[config.mk]
export PLATFORM = sky130hd
export DESIGN_NAME = prog_pulse_qualifier
export DESIGN_NICKNAME = d
export VERILOG_FILES = /design/src/rtl/ppq_pkg.sv /design/src/rtl/ppq_deglitch.sv /design/src/rtl/ppq_sat_cnt.sv /design/src/rtl/prog_pulse_qualifier.sv
export SDC_FILE = /design/constraint.sdc
export NUM_CORES = 1
export LEC_CHECK = 0
export ABC_CLOCK_PERIOD_IN_PS = 2700
export BUFFER_PORTS_ARGS = -buffer_cell sky130_fd_sc_hd__buf_2
export CAP_MARGIN = 10
export CORE_ASPECT_RATIO = 1.2
export CORE_UTILIZATION = 55
export CTS_CLUSTER_SIZE = 40
export DETAILED_ROUTE_END_ITERATION = 8
export PLACE_DENSITY = 0.71
export REMOVE_ABC_BUFFERS = 1
export SLEW_MARGIN = 20
export SYNTH_ARGS = -nofsm -noshare
export SYNTH_HDL_FRONTEND = slang
export SYNTH_SLANG_ARGS = --single-unit
[constraint.sdc]
create_clock -name clk -period 2.7 [get_ports clk]
set_input_delay 0.54 -clock clk [delete_from_list [all_inputs] [get_ports clk]]
set_output_delay 0.54 -clock clk [all_outputs]
set_load 0.005 [all_outputs]
[src/rtl/ppq_pkg.sv]
package ppq_pkg;

    typedef enum logic [1:0] {
        ST_ARM    = 2'd0,
        ST_IDLE   = 2'd1,
        ST_PULSE  = 2'd2,
        ST_REJECT = 2'd3
    } ppq_state_e;

    function automatic int us_to_cycles(input int clk_hz, input int usec);
        return (clk_hz / 1_000_000) * usec;
    endfunction

    function automatic int max3(input int a, input int b, input int c);
        int m;
        m = (a > b) ? a : b;
        return (m > c) ? m : c;
    endfunction

endpackage

[src/rtl/ppq_deglitch.sv]
module ppq_deglitch #(
    parameter int FILT_LEN = 4
) (
    input  logic clk,
    input  logic rst_n,
    input  logic raw_i,
    output logic clean_o
);

    logic [1:0]          sync_q;
    logic [FILT_LEN-1:0] hist_q;

    always_ff @(posedge clk or negedge rst_n) begin
        if (!rst_n) begin
            sync_q  <= '0;
            hist_q  <= '0;
            clean_o <= 1'b0;
        end else begin
            sync_q <= {sync_q[0], raw_i};
            hist_q <= {hist_q[FILT_LEN-2:0], sync_q[1]};
            if (&hist_q) begin
                clean_o <= 1'b1;
            end else if (~|hist_q) begin
                clean_o <= 1'b0;
            end
        end
    end


    clean_hold_chk: assert property (@(posedge clk) disable iff (!rst_n)
        (clean_o != $past(clean_o)) |=> $stable(clean_o));

endmodule

[src/rtl/ppq_sat_cnt.sv]
module ppq_sat_cnt #(
    parameter int W   = 13,
    parameter int MAX = 4500
) (
    input  logic         clk,
    input  logic         rst_n,
    input  logic         load1_i,
    input  logic         clr_i,
    input  logic         inc_i,
    output logic [W-1:0] count_o
);

    localparam logic [W-1:0] LIMIT = W'(MAX);

    always_ff @(posedge clk or negedge rst_n) begin
        if (!rst_n) begin
            count_o <= '0;
        end else if (load1_i) begin
            count_o <= W'(1);
        end else if (clr_i) begin
            count_o <= '0;
        end else if (inc_i && (count_o < LIMIT)) begin
            count_o <= count_o + W'(1);
        end
    end


    sat_hold_chk: assert property (@(posedge clk) disable iff (!rst_n)
        (inc_i && !load1_i && !clr_i && count_o == LIMIT) |=> (count_o == LIMIT));

endmodule

[src/rtl/prog_pulse_qualifier.sv]
module prog_pulse_qualifier
    import ppq_pkg::*;
#(
    parameter int CLK_HZ        = 50_000_000,
    parameter int MIN_ACTIVE_US = 20,
    parameter int MIN_GAP_US    = 20,
    parameter int BLOW_MIN_US   = 90,
    parameter int FILT_LEN      = 4
) (
    input  logic clk,
    input  logic rst_n,
    input  logic mid_cmp_i,
    input  logic high_cmp_i,
    output logic evt_mid_o,
    output logic evt_high_o,
    output logic evt_blow_o
);

    localparam int ACT_CYC  = us_to_cycles(CLK_HZ, MIN_ACTIVE_US);
    localparam int GAP_CYC  = us_to_cycles(CLK_HZ, MIN_GAP_US);
    localparam int BLOW_CYC = us_to_cycles(CLK_HZ, BLOW_MIN_US);
    localparam int CNT_MAX  = max3(ACT_CYC, GAP_CYC, BLOW_CYC);
    localparam int CNT_W    = $clog2(CNT_MAX + 1);
    localparam int NFLAG    = 2;

    localparam logic [CNT_W-1:0] ACT_LIM   = CNT_W'(ACT_CYC);
    localparam logic [CNT_W-1:0] GAP_LAST  = CNT_W'(GAP_CYC - 1);
    localparam logic [CNT_W-1:0] HI_LAST   = CNT_W'(ACT_CYC - 1);
    localparam logic [CNT_W-1:0] BLOW_LAST = CNT_W'(BLOW_CYC - 1);

    // flag conditioning
    logic [NFLAG-1:0] raw_w;
    logic [NFLAG-1:0] flt_w;
    logic             active;
    logic             hflag;

    assign raw_w = {high_cmp_i, mid_cmp_i};

    for (genvar gi = 0; gi < NFLAG; gi++) begin : g_flag
        ppq_deglitch #(.FILT_LEN(FILT_LEN)) u_dg (
            .clk     (clk),
            .rst_n   (rst_n),
            .raw_i   (raw_w[gi]),
            .clean_o (flt_w[gi])
        );
    end

    assign active = |flt_w;
    assign hflag  = flt_w[1];

    // timers
    logic             a_load1, a_inc;
    logic             h_load1, h_clr, h_inc;
    logic             g_load1, g_inc;
    logic [CNT_W-1:0] acnt, hcnt, gcnt;

    ppq_sat_cnt #(.W(CNT_W), .MAX(CNT_MAX)) u_act_cnt (
        .clk(clk), .rst_n(rst_n), .load1_i(a_load1), .clr_i(1'b0),
        .inc_i(a_inc), .count_o(acnt)
    );

    ppq_sat_cnt #(.W(CNT_W), .MAX(CNT_MAX)) u_high_cnt (
        .clk(clk), .rst_n(rst_n), .load1_i(h_load1), .clr_i(h_clr),
        .inc_i(h_inc), .count_o(hcnt)
    );

    ppq_sat_cnt #(.W(CNT_W), .MAX(CNT_MAX)) u_gap_cnt (
        .clk(clk), .rst_n(rst_n), .load1_i(g_load1), .clr_i(1'b0),
        .inc_i(g_inc), .count_o(gcnt)
    );

    // controller
    ppq_state_e state_q, state_d;
    logic       start_w;
    logic       fall_w;
    logic       hok_q, bok_q;

    always_comb begin
        state_d = state_q;
        a_load1 = 1'b0;
        a_inc   = 1'b0;
        h_load1 = 1'b0;
        h_clr   = 1'b0;
        h_inc   = 1'b0;
        g_load1 = 1'b0;
        g_inc   = 1'b0;
        start_w = 1'b0;
        fall_w  = 1'b0;
        unique case (state_q)
            ST_ARM: begin
                if (active) begin
                    state_d = ST_REJECT;
                end else if (gcnt >= GAP_LAST) begin
                    state_d = ST_IDLE;
                end else begin
                    g_inc = 1'b1;
                end
            end
            ST_IDLE: begin
                if (active) begin
                    state_d = ST_PULSE;
                    start_w = 1'b1;
                    a_load1 = 1'b1;
                    h_load1 = hflag;
                    h_clr   = !hflag;
                end
            end
            ST_PULSE: begin
                if (active) begin
                    a_inc = 1'b1;
                    h_inc = hflag;
                    h_clr = !hflag;
                end else begin
                    state_d = ST_ARM;
                    fall_w  = 1'b1;
                    g_load1 = 1'b1;
                end
            end
            ST_REJECT: begin
                if (!active) begin
                    state_d = ST_ARM;
                    g_load1 = 1'b1;
                end
            end
            default: state_d = ST_ARM;
        endcase
    end

    always_ff @(posedge clk or negedge rst_n) begin
        if (!rst_n) begin
            state_q <= ST_ARM;
        end else begin
            state_q <= state_d;
        end
    end

    always_ff @(posedge clk or negedge rst_n) begin
        if (!rst_n) begin
            evt_mid_o  <= 1'b0;
            evt_high_o <= 1'b0;
            evt_blow_o <= 1'b0;
            hok_q      <= 1'b0;
            bok_q      <= 1'b0;
        end else begin
            evt_mid_o  <= fall_w && (acnt >= ACT_LIM) && !hok_q;
            evt_high_o <= fall_w && (acnt >= ACT_LIM) && hok_q;
            evt_blow_o <= fall_w && (acnt >= ACT_LIM) && bok_q;
            if (start_w) begin
                hok_q <= 1'b0;
                bok_q <= 1'b0;
            end else if (state_q == ST_PULSE && active && hflag) begin
                if (hcnt >= HI_LAST)   hok_q <= 1'b1;
                if (hcnt >= BLOW_LAST) bok_q <= 1'b1;
            end
        end
    end


    evt_exclusive_chk: assert property (@(posedge clk) disable iff (!rst_n)
        !(evt_mid_o && evt_high_o));


    blow_with_high_chk: assert property (@(posedge clk) disable iff (!rst_n)
        evt_blow_o |-> evt_high_o);


    strobe_single_chk: assert property (@(posedge clk) disable iff (!rst_n)
        (evt_mid_o || evt_high_o) |=> !(evt_mid_o || evt_high_o));


    evt_after_fall_chk: assert property (@(posedge clk) disable iff (!rst_n)
        (evt_mid_o || evt_high_o) |-> (state_q == ST_ARM));


    min_width_chk: assert property (@(posedge clk) disable iff (!rst_n)
        (evt_mid_o || evt_high_o) |-> ($past(acnt) >= ACT_LIM));


    gap_met_chk: assert property (@(posedge clk) disable iff (!rst_n)
        $rose(state_q == ST_PULSE) |-> ($past(gcnt) >= GAP_LAST));

endmodule

==> flow_summary.yaml <==
clocking:
  cts_root_buffer: "sky130_fd_sc_hd__clkbuf_8"
  h-tree-depth: 3
  cts_buffer_depth: 2
  clock_sink_count: 60
  insertion_delay_ns: 0.35
  cts-buffers-inserted: 9
  clk_transition_reported_paths_ns: 0.08
  postCtsSetupRepairBufs: 0
  tritoncts: "done"
  cts-hold-fix-buffers: 0
  cts_resized: 0
synthesis:
  synth.yosys.warnings: 0
  synthesis.area_um2: 3206
  synthesis.area_per_instance_um2: 9.743
  synth-edff-count: 0
  synth-xor-area-share_pct: 0.2732
  simple_gate_share_of_the_synthesized_area_pct: 24.36
  synth_top_flop_cell: "sky130_fd_sc_hd__dfrtp_1"
  yosysSeqAreaShare_pct: 46.84
  synth_top_cells_by_area: "sky130_fd_sc_hd__dfrtp_1 (47%), sky130_fd_sc_hd__mux2i_1 (3.7%), sky130_fd_sc_hd__nor2_1 (3.3%), sky130_fd_sc_hd__a21oi_1 (3.1%), sky130_fd_sc_hd__ha_1 (3.1%)"
  ffs_latches_synth: 60
  netlist.area_leader.share_pct: 46.84
  synth-compound-area-share_pct: 18.31
  synthArstFlopShare_pct: 100.0
  synth_top_family_by_area: "simple AND/OR/NAND/NOR gates"
  post_synth_mux_area_share_pct: 3.747
  yosys.area_share.adder_pct: 3.123
  ys_types: 53
  postSynthCellCount: 329
  netlist.top_cell.by_area: "sky130_fd_sc_hd__dfrtp_1"
min_path:
  hold_class: "in -> async"
timing:
  setup_ws_ns: 0.5281
  worst_slew_margin_rel_pct: 48.16
  period_share_pct: 80.44
  skew_ns: 0.01070
  slew_violations: 0
  finalSetupTns_ns: 0
  rsz0062_at_grt: "no"
  max_slew.worst_pin.slew_ns: 0.7750
  top_achievable_clock_speed_mhz: 460.4
  timing_hold_violations_final: 0
  layout_min_cycle_time_ns: 2.172
  hold_ws_ns: 0.2197
  timing.final.setup_violations: 0
global_route:
  global_route.usage.total_pct: 23.39
  grt_pass1_vias: 2470
  grt_start_max_net_pins: 33
  number_of_antenna_violations_at_the_first_check_in_global_routing: 0
  grt.overflow.total: 0
  grt_first_pass_wirelength_mm: 11.21
layout:
  syn2layout_area_growth_pct: 9.016
  most-common-layout-cells: "sky130_fd_sc_hd__dfrtp_1 (60), sky130_fd_sc_hd__nor2_1 (28), sky130_fd_sc_hd__nand2_1 (23)"
  cell_area_after_layout_um2: 3495
  antennaDiodeCount: 0
  drive_gt1_share_pct: 12.61
  final_common_cell: "sky130_fd_sc_hd__dfrtp_1"
  final_cells: 405
  num-nets-final: 348
drt:
  via_per_inst: 6.242
  dr.first_iter.drc_count: 251
  post_route_ant_nets: 0
  detail_route.wirelength_mm: 6.319
  post-route-drc-count: 0
  routed_vias: 2528
  drtPass1Iterations: 4
  detail_route.wl_per_cell_um: 15.60
place:
  buffer_ports.inserted: 6
  pre_cts_slack_ns: 0.5390
  post_placement_cell_count: 389
  dp_hpwl_mm: 4.375
  detailed_place.area_um2: 3288
  gp_congestion: 0.8408
worst_setup_path:
  arrival_ns: 2.41
  critical_path.reg2reg.startpoint: "state_q[0]"
  cp.required_ns: 2.93
  worstPathCellList: "inv_1 -> ha_1 -> or4b_1 -> a211oi_1 -> a31oi_1 -> a41o_1"
  startpoint_of_the_most_critical_setup_path: "state_q[0]"
  crit_path_start_kind: "register"
  worst-path-max-fanout: 4
  critical_path_buf_inv_count: 1
  critical-path-top-delay-family: "compound AO/OA/AOI/OAI gates"
  slowest_stage: "sky130_fd_sc_hd__or4b_1"
  critical_path.endpoint_type: "register"
  path_class: "reg -> reg"
  slowest_delay_ns: 0.51
power:
  power_density_nw_per_um2: 741.5
  power.leakage_nw: 1.515
  ir_drop_mv: 0.4795
floorplanning:
  start_util_pct: 56.93
  rows: 30
  die_width_um: 71.69
  top_level_ports: 7
  die-area_um2: 6139
  core_area_um2: 5630
  die_height_um: 85.63
job:
  max_cap_viol_count: 0
outcome:
  status: "complete, no violations"
-- metal layers --
layer	track usage [%]	wire, µm	up-vias
li1	-	-	1243
met1	30.39	2977	1238
met2	36.79	3067	39
met3	5.875	176	8
met4	10.87	97	0
met5	0	0	-
-- worst paths after layout --
kind / to / cells past startpoint / slack (ns)
max: u_gap_cnt.count_o[7] / 6 / 0.53
min: u_act_cnt.count_o[6] / 1 / 0.22
max reg2reg: u_gap_cnt.count_o[7] / 6 / 0.53
min reg2reg: g_flag[1].u_dg.hist_q[0] / 0 / 0.35
max in group asynchronous: u_gap_cnt.count_o[3] / 2 / 1.88
min in group clk: g_flag[0].u_dg.sync_q[0] / 1 / 0.29
-- sequential cells by signal, indices dropped and copies added (netlist names) --
register / count
state_q: 2
g_flag.u_dg.hist_q: 8
evt_high_o: 1
g_flag.u_dg.clean_o: 2
evt_blow_o: 1
u_high_cnt.count_o: 13
bok_q: 1
g_flag.u_dg.sync_q: 4
u_gap_cnt.count_o: 13
hok_q: 1
u_act_cnt.count_o: 13
evt_mid_o: 1
-- worst register-to-register path: cells and delay by family, from the launching register on --
| family | cells | cell delay (ns) |
|---|---|---|
| and+or+nand+nor | 1 | 0.51 |
| adders and majority gates | 1 | 0.20 |
| buffers and inverters | 1 | 0.12 |
| DFF | 1 | 0.40 |
| AOI/OAI and AO/OA | 3 | 0.84 |
-- final cells by class --
cell class | count | area (µm²)
Timing Repair Buffer | 10 | 72.57
Inverter | 10 | 37.54
Clock inverter | 7 | 82.58
Multi-Input combinational cell | 245 | 1597
Tap cell | 64 | 80.08
Fill cell | 465 | 2136
Clock buffer | 9 | 123.9
Sequential cell | 60 | 1501
-- per-stage QoR --
stage | utilization [%] | power, mW
6_report | 62.07 | 2.591
5_1_grt | 62.07 | 2.747
3_3_place_gp | 58.40 | 1.725
3_5_place_dp | 58.40 | 1.751
2_1_floorplan | - | 1.555
4_1_cts | 62.07 | 2.611
-- where the power goes --
group / switching [mW] / internal (mW) / total [mW] / leakage [nW]
Sequential: 0.105 / 0.983 / 1.09 / 0.792
Clock: 0.408 / 0.440 / 0.848 / 0.105
Combinational: 0.400 / 0.255 / 0.655 / 0.619
Total: 0.913 / 1.68 / 2.59 / 1.52
-- cell usage after synthesis (2+ instances only) --
master and count:
sky130_fd_sc_hd__a31o_2 3, sky130_fd_sc_hd__nand2_1 23, sky130_fd_sc_hd__and4_1 2, sky130_fd_sc_hd__a31oi_1 10
sky130_fd_sc_hd__and2_1 10, sky130_fd_sc_hd__a21oi_1 20, sky130_fd_sc_hd__nand2b_1 6, sky130_fd_sc_hd__a21o_1 4
sky130_fd_sc_hd__or3_1 12, sky130_fd_sc_hd__a211oi_1 7, sky130_fd_sc_hd__a311oi_1 2, sky130_fd_sc_hd__buf_2 7
sky130_fd_sc_hd__nor2_1 28, sky130_fd_sc_hd__mux2i_1 12, sky130_fd_sc_hd__clkbuf_1 5, sky130_fd_sc_hd__or4_1 9
sky130_fd_sc_hd__nor4_1 3, sky130_fd_sc_hd__o21ai_0 13, sky130_fd_sc_hd__inv_1 10, sky130_fd_sc_hd__o31ai_1 9
sky130_fd_sc_hd__a41o_1 2, sky130_fd_sc_hd__and3_1 3, sky130_fd_sc_hd__nand4_1 11, sky130_fd_sc_hd__or2_2 5
sky130_fd_sc_hd__nor3_1 7, sky130_fd_sc_hd__dfrtp_1 60, sky130_fd_sc_hd__nand3_1 13, sky130_fd_sc_hd__ha_1 8
-- logic make-up (layout without fill, tap and decap cells) --
family                     Yosys count  after routing
adders and majority gates            8              8
xor gates and xnor gates             1              1
muxes                               12             12
and+or+nand+nor                    141            141
buffers and inverters               24             36
DFF                                 60             60
AOI/OAI and AO/OA                   83             83
Note: power is estimated with default switching activity, not from simulation.
